**src/rtl/biq_pkg.sv**
```systemverilog
package biq_pkg;
  localparam int QW    = 32;
  localparam int QF    = 30;
  localparam int NSEC  = 4;
  localparam int NSETS = 2;
  localparam int NCOEF = 5;

  typedef logic signed [QW-1:0] q_t;

  // coefficient index encoding
  localparam logic [2:0] CI_B0 = 3'd0;
  localparam logic [2:0] CI_B1 = 3'd1;
  localparam logic [2:0] CI_B2 = 3'd2;
  localparam logic [2:0] CI_A1 = 3'd3;
  localparam logic [2:0] CI_A2 = 3'd4;

  // clamp a wide value to the signed Q range
  function automatic q_t q_clamp(input logic signed [63:0] v);
    if (v > 64'sd2147483647)       return 32'sh7fffffff;
    else if (v < -64'sd2147483648) return 32'sh80000000;
    else                           return q_t'(v);
  endfunction

  // Q2.30 product, floor rounding, saturated
  function automatic q_t q_mul(input q_t a, input q_t b);
    logic signed [63:0] p;
    p = a * b;
    return q_clamp(p >>> QF);
  endfunction

  // saturating add or subtract
  function automatic q_t q_addsub(input q_t a, input q_t b, input logic sub);
    logic signed [63:0] s;
    if (sub) s = a - b;
    else     s = a + b;
    return q_clamp(s);
  endfunction

  // coefficient table in units of 2^-10, scaled up to Q2.30
  function automatic q_t biq_coef(input int set, input int sec, input int idx);
    int k [NCOEF];
    case (set * NSEC + sec)
      0: k = '{1000, -2000, 1000, -1960,  940};
      1: k = '{1010, -1900, 1010, -1880,  990};
      2: k = '{1015, -1910, 1015, -1890, 1000};
      3: k = '{1020, -1920, 1020, -1900, 1005};
      4: k = '{ 990, -1980,  990, -1940,  920};
      5: k = '{1005, -1820, 1005, -1800,  980};
      6: k = '{1010, -1830, 1010, -1810,  985};
      default: k = '{1012, -1840, 1012, -1820,  990};
    endcase
    return q_t'(k[idx] * 1048576);
  endfunction
endpackage

```
**src/rtl/biq_arith_pipe.sv**
```systemverilog
module biq_arith_pipe
  import biq_pkg::*;
#(
  parameter int LAT    = 25,
  parameter bit IS_MUL = 1'b1
) (
  input  logic clk,
  input  logic rst,
  input  logic go,
  input  logic sub,
  input  q_t   a,
  input  q_t   b,
  output logic done,
  output q_t   res,
  output logic pending
);
  q_t          f;
  logic [LAT-1:0] vld;
  q_t          dat [LAT];

  generate
    if (IS_MUL) begin : g_mul
      // sub negates the product
      always_comb f = sub ? q_addsub('0, q_mul(a, b), 1'b1) : q_mul(a, b);
    end else begin : g_add
      always_comb f = q_addsub(a, b, sub);
    end
  endgenerate

  always_ff @(posedge clk) begin
    if (rst) vld[0] <= 1'b0;
    else     vld[0] <= go;
    dat[0] <= f;
  end

  generate
    for (genvar i = 1; i < LAT; i++) begin : g_stage
      always_ff @(posedge clk) begin
        if (rst) vld[i] <= 1'b0;
        else     vld[i] <= vld[i-1];
        dat[i] <= dat[i-1];
      end
    end
  endgenerate

  assign done    = vld[LAT-1];
  assign res     = dat[LAT-1];
  assign pending = |vld;
endmodule

```
**src/rtl/biq_state_mem.sv**
```systemverilog
module biq_state_mem
  import biq_pkg::*;
#(
  parameter int N_SEC = NSEC,
  localparam int SW   = $clog2(N_SEC)
) (
  input  logic          clk,
  input  logic          rst,
  input  logic          we,
  input  logic [SW-1:0] sec,
  input  q_t            w_new,
  output q_t            w1,
  output q_t            w2
);
  q_t d1 [N_SEC];
  q_t d2 [N_SEC];

  generate
    for (genvar s = 0; s < N_SEC; s++) begin : g_sec
      always_ff @(posedge clk) begin
        if (rst) begin
          d1[s] <= '0;
          d2[s] <= '0;
        end else if (we && (sec == SW'(s))) begin
          d2[s] <= d1[s];
          d1[s] <= w_new;
        end
      end
    end
  endgenerate

  assign w1 = d1[sec];
  assign w2 = d2[sec];
endmodule

```
**src/rtl/biq_coef_sel.sv**
```systemverilog
module biq_coef_sel
  import biq_pkg::*;
#(
  localparam int SEL_W = $clog2(NSETS),
  localparam int SW    = $clog2(NSEC)
) (
  input  logic [SEL_W-1:0] set,
  input  logic [SW-1:0]    sec,
  input  logic [2:0]       idx,
  output q_t               coef
);
  always_comb coef = biq_coef(int'(set), int'(sec), int'(idx));
endmodule

```
**src/rtl/biq_cascade_engine.sv**
```systemverilog
module biq_cascade_engine
  import biq_pkg::*;
#(
  parameter int IN_W    = 16,
  parameter int MUL_LAT = 25,
  parameter int ADD_LAT = 25,
  localparam int SEL_W  = $clog2(NSETS),
  localparam int SW     = $clog2(NSEC),
  localparam int SHIFT  = QF - (IN_W - 1)
) (
  input  logic             clk,
  input  logic             rst,
  input  logic             in_valid,
  input  logic [IN_W-1:0]  in_data,
  input  logic [SEL_W-1:0] rate_sel,
  output logic             out_valid,
  output logic [QW-1:0]    out_data,
  output logic             busy,
  output logic             overrun
);
  typedef enum logic [1:0] {S_IDLE, S_ISSUE, S_WAIT, S_UPD} st_e;
  localparam logic [3:0] LAST_STEP = 4'd8;

  st_e              st;
  logic [3:0]       step;
  logic [SW-1:0]    sec;
  logic [SEL_W-1:0] set_q;
  q_t x_r, t_r, w_r, acc_r, m_r;

  // named events
  logic sample_accept, sample_drop, step_is_mul, mul_go, add_go;
  logic mul_done, add_done, mul_pending, add_pending, res_ready, sec_upd;
  q_t   op_a, op_b, coef, w1, w2, mul_res, add_res;
  logic op_sub;
  logic [2:0] cidx;

  assign busy          = (st != S_IDLE);
  assign sample_accept = in_valid && !busy;
  assign sample_drop   = in_valid && busy;
  assign sec_upd       = (st == S_UPD);
  assign res_ready     = mul_done || add_done;

  // step decode: which unit and which coefficient
  always_comb begin
    step_is_mul = 1'b0;
    cidx        = CI_B0;
    case (step)
      4'd0: begin step_is_mul = 1'b1; cidx = CI_A1; end
      4'd2: begin step_is_mul = 1'b1; cidx = CI_A2; end
      4'd4: begin step_is_mul = 1'b1; cidx = CI_B0; end
      4'd5: begin step_is_mul = 1'b1; cidx = CI_B1; end
      4'd7: begin step_is_mul = 1'b1; cidx = CI_B2; end
      default: ;
    endcase
  end

  // operand routing
  always_comb begin
    op_a   = coef;
    op_b   = '0;
    op_sub = 1'b0;
    case (step)
      4'd0, 4'd5: op_b = w1;
      4'd2, 4'd7: op_b = w2;
      4'd4:       op_b = w_r;
      4'd1: begin op_a = x_r; op_b = m_r; op_sub = 1'b1; end
      4'd3: begin op_a = t_r; op_b = m_r; op_sub = 1'b1; end
      default: begin op_a = acc_r; op_b = m_r; end
    endcase
  end

  assign mul_go = (st == S_ISSUE) && step_is_mul;
  assign add_go = (st == S_ISSUE) && !step_is_mul;

  biq_coef_sel u_coef (
    .set(set_q), .sec(sec), .idx(cidx), .coef(coef)
  );

  biq_state_mem #(.N_SEC(NSEC)) u_state (
    .clk(clk), .rst(rst), .we(sec_upd), .sec(sec), .w_new(w_r),
    .w1(w1), .w2(w2)
  );

  biq_arith_pipe #(.LAT(MUL_LAT), .IS_MUL(1'b1)) u_mul (
    .clk(clk), .rst(rst), .go(mul_go), .sub(1'b0), .a(op_a), .b(op_b),
    .done(mul_done), .res(mul_res), .pending(mul_pending)
  );

  biq_arith_pipe #(.LAT(ADD_LAT), .IS_MUL(1'b0)) u_add (
    .clk(clk), .rst(rst), .go(add_go), .sub(op_sub), .a(op_a), .b(op_b),
    .done(add_done), .res(add_res), .pending(add_pending)
  );

  // sequencer
  always_ff @(posedge clk) begin
    if (rst) begin
      st        <= S_IDLE;
      step      <= '0;
      sec       <= '0;
      set_q     <= '0;
      x_r       <= '0;
      t_r       <= '0;
      w_r       <= '0;
      acc_r     <= '0;
      m_r       <= '0;
      out_valid <= 1'b0;
      out_data  <= '0;
      overrun   <= 1'b0;
    end else begin
      out_valid <= 1'b0;
      if (sample_drop) overrun <= 1'b1;
      case (st)
        S_IDLE: if (sample_accept) begin
          x_r   <= q_t'($signed(in_data)) <<< SHIFT;
          set_q <= rate_sel;
          sec   <= '0;
          step  <= '0;
          st    <= S_ISSUE;
        end
        S_ISSUE: st <= S_WAIT;
        S_WAIT: if (res_ready) begin
          if (mul_done) begin
            if (step == 4'd4) acc_r <= mul_res;
            else              m_r   <= mul_res;
          end else begin
            case (step)
              4'd1:    t_r   <= add_res;
              4'd3:    w_r   <= add_res;
              default: acc_r <= add_res;
            endcase
          end
          if (step == LAST_STEP) st <= S_UPD;
          else begin
            step <= step + 4'd1;
            st   <= S_ISSUE;
          end
        end
        S_UPD: begin
          x_r  <= acc_r;
          step <= '0;
          if (sec == SW'(NSEC - 1)) begin
            out_data  <= acc_r;
            out_valid <= 1'b1;
            st        <= S_IDLE;
          end else begin
            sec <= sec + 1'b1;
            st  <= S_ISSUE;
          end
        end
        default: st <= S_IDLE;
      endcase
    end
  end
endmodule

```
**config.mk**
```make
export PLATFORM = sky130hd
export DESIGN_NAME = biq_cascade_engine
export DESIGN_NICKNAME = d
export VERILOG_FILES = /design/src/rtl/biq_pkg.sv /design/src/rtl/biq_arith_pipe.sv /design/src/rtl/biq_state_mem.sv /design/src/rtl/biq_coef_sel.sv /design/src/rtl/biq_cascade_engine.sv
export SDC_FILE = /design/constraint.sdc
export NUM_CORES = 2
export LEC_CHECK = 0
export ABC_AREA = 1
export BUFFER_PORTS_ARGS = -buffer_cell sky130_fd_sc_hd__buf_2
export CORE_MARGIN = 2
export CORE_UTILIZATION = 58
export CTS_BUF_LIST = sky130_fd_sc_hd__clkbuf_16
export CTS_CLUSTER_DIAMETER = 40
export DETAILED_ROUTE_END_ITERATION = 16
export MAX_ROUTING_LAYER = met4
export PLACE_DENSITY = 0.85
export REMOVE_ABC_BUFFERS = 1
export SYNTH_ARGS = -nofsm -noshare
export SYNTH_HDL_FRONTEND = slang
export SYNTH_SLANG_ARGS = --single-unit
```
**constraint.sdc**
```tcl
create_clock -name clk -period 24 [get_ports clk]
set_input_delay 2.4 -clock clk [delete_from_list [all_inputs] [get_ports clk]]
set_output_delay 2.4 -clock clk [all_outputs]
set_load 0.05 [all_outputs]
```
==> reports/summary.txt <==
Ports: 55
RePlAce Congestion: 1.13
Synth Area in XOR/XNOR: 0.950%
CP required: 24.69 ns
CTS clock-pin slew for the worst setup and hold paths: 0.06 ns
number of synthesized flops with an enable pin: 256
Yosys top cell area share: 39.9%
share of cells above drive strength 1: 6.63%
chip width: 405 um
CTS Buf Count: 205
Worst Hold Class: reg2reg
port bufs: 54
multiplexer share of the synthesized area: 0%
Synth Area per Inst: 10.3 sq um
DR DRC count: 0
vias in the first global route: 66200
Slew Viols, Final: 0
Avg WL per Cell: 22.8 um
total die area: 0.164 sq mm
Iteration-0 DRC Markers: 7661
# hold bufs at CTS: 0
Worst slew margin: 10.5%
Post-CTS Setup Bufs: 0
area share of and/or/nand/nor cells after synthesis: 10.6%
adder-cell share of the synthesized area: 26.2%
clk buf depth: 3
Setup violations, final: 0
post-place setup slack: 12.39 ns
CP Max Fanout: 36
post-DP HPWL: 177 mm
most used cell, CP: nand2_1
Synth Area in Compound Gates: 5.91%
status: completed
Die H: 405 um
pin slew with the least headroom to its limit: 1.33 ns
Core Region: 0.160 sq mm
first-pass GRT wire length: 392 mm
gr ovfl total: 0
RSZ-0062 raised after global routing: false
Async SR Flop Fraction: 0%
clk_skew: 0.0675 ns
H-tree Lvls: 4
initial core utilization: 58.2%
DR pass1 iterations: 14
yosys warns: 0
GR Util All Layers: 33.0%
largest net degree at the start of global routing: 101
synthesized instance count: 9021
largest area contributor in the netlist: dfxtp_1
CTS sink cnt: 2111
Max Fclk: 81.8 MHz
largest family of logic cells by synthesized area: adder cells
area delta synth->final: 10.4%
DRT antenna net count: 0
synth unique cells: 60
clk_lat worst skew: 0.86 ns
Final Hold Fails: 0
Cell Rows: 147
Synth Register Bits: 2111
initial antenna violation count: 7
Vias: 63100
Final WS setup: 11.77 ns
sum of negative setup slack: 0 ns
hold path depth: 0
crit path kind: reg2reg
Worst path max stage delay: 0.85 ns
top_reg_cell synth: dfxtp_1
final net count: 10400
R2R cell count: 41
drt total wl: 258 mm
Crit path arrival time: 12.91 ns
minimum clock period: 12.23 ns
Post-Synthesis Cell Area: 0.0931 sq mm
root buf cell: clkbuf_16
PostCTS Resize Cnt: 0
Tcrit/Tclk final: 50.9%
Vias/cell: 5.58
CTS tree: built
post-synthesis sequential area ratio: 48.1%
CP endpoint kind: register
Max-Cap Viols: 0
largest cells by area after synthesis: dfxtp_1 (40%), fa_1 (23%), edfxtp_1 (8.3%), inv_1 (6.4%), nand2_1 (5.3%)
CP max-delay cell: nand2_1
Worst Setup Start Kind: register
FILL cells: 11600
[registers in the layout, summed over array words and instances (netlist names), 128 cells and up, named ones only]
| signal | count |
|---|---|
| u_state.d2 | 128 |
| u_state.d1 | 128 |
| u_mul.dat | 800 |
| u_add.dat | 800 |
[area by class of cell]
cell class,instances,area (sq um),area share [%]
Tap cell,2086,2610,2.54
Clock buffer,210,5260,5.11
Antenna cell,8,20.0,0.0195
Timing Repair Buffer,173,1160,1.13
Sequential cell,2111,44800,43.6
Multi-Input combinational cell,4929,41100,40.0
Clock inverter,177,1760,1.72
Inverter,1624,6100,5.93
[placed cells by master (no fill, tap or decap), types with 33 or more instances in the layout]
cell,netlist,layout
dfxtp_1,1855,1852
inv_1,1582,1615
nand2_1,1318,1316
fa_1,1082,1082
nor2_1,1023,1023
o21ai_0,381,374
a21oi_1,375,373
edfxtp_1,256,256
ha_1,222,222
clkbuf_16,0,210
buf_4,14,119
nand3_1,104,99
xor2_1,75,75
buf_2,41,54
clkinv_1,19,48
a31oi_1,41,33
[Yosys cell counts, types with 20 or more instances]
library cell  count
dfxtp_1        1855
inv_1          1582
nand2_1        1318
fa_1           1082
nor2_1         1023
o21ai_0         381
a21oi_1         375
clkbuf_1        275
edfxtp_1        256
ha_1            222
nand3_1         104
xor2_1           75
o21ai_1          49
a31oi_1          41
buf_2            41
xnor2_1          26
nor3_1           25
inv_2            23
o22ai_1          22
buf_1            20
[critical path, delay by kind of cell, from the launching register on]
kind / cells / cell delay (ns)
buffers and inverters: 11 / 1.89
flip-flops: 1 / 0.39
adder cells (fa/ha/maj): 10 / 5.03
AO/OA/AOI/OAI: 2 / 0.46
AND/OR/NAND/NOR: 18 / 4.28
[per-stage QoR]
stage	utilization, %	cell area [sq um]	hold slack [ns]	instances
final	64.3	103000	0.290	11300
after global routing	64.3	103000	0.306	11300
after CTS	64.3	103000	0.284	11300
after detailed placement	59.9	95800	0.312	10900
after global placement	59.9	95800	0.310	10900
after floorplan	-	91600	0.310	8664
[layer usage]
layer	wire length, um	global-route usage, %	part of all wire (%)
met1	90000	38.8	35
met2	114000	48.9	44
met3	33300	11.2	13
met4	19900	20.8	7.7
met5	0	-	0
[final timing paths]
kind,startpoint,to,slack (ns)
max,step[0]$_SDFFE_PP0P_,u_mul.dat[0][3]$_SDFF_PN1_,11.77
min,u_mul.dat[0][156]$_DFF_P_,u_mul.dat[0][188]$_DFF_P_,0.29
max reg2reg,step[0]$_SDFFE_PP0P_,u_mul.dat[0][3]$_SDFF_PN1_,11.77
min reg2reg,u_mul.dat[0][156]$_DFF_P_,u_mul.dat[0][188]$_DFF_P_,0.29
[logic make-up (layout without fill, tap and decap cells)]
group           after synthesis  in the layout
buf+inv                    1981           2184
fa+ha+maj                  1304           1304
compound gates              993            993
xor+xnor                    101            101
flops                      2111           2111
simple gates               2531           2531
other cells                   0              8
Power is not shown: default switching activity piles up to over one toggle a cycle in this logic, so the estimate is an artifact.
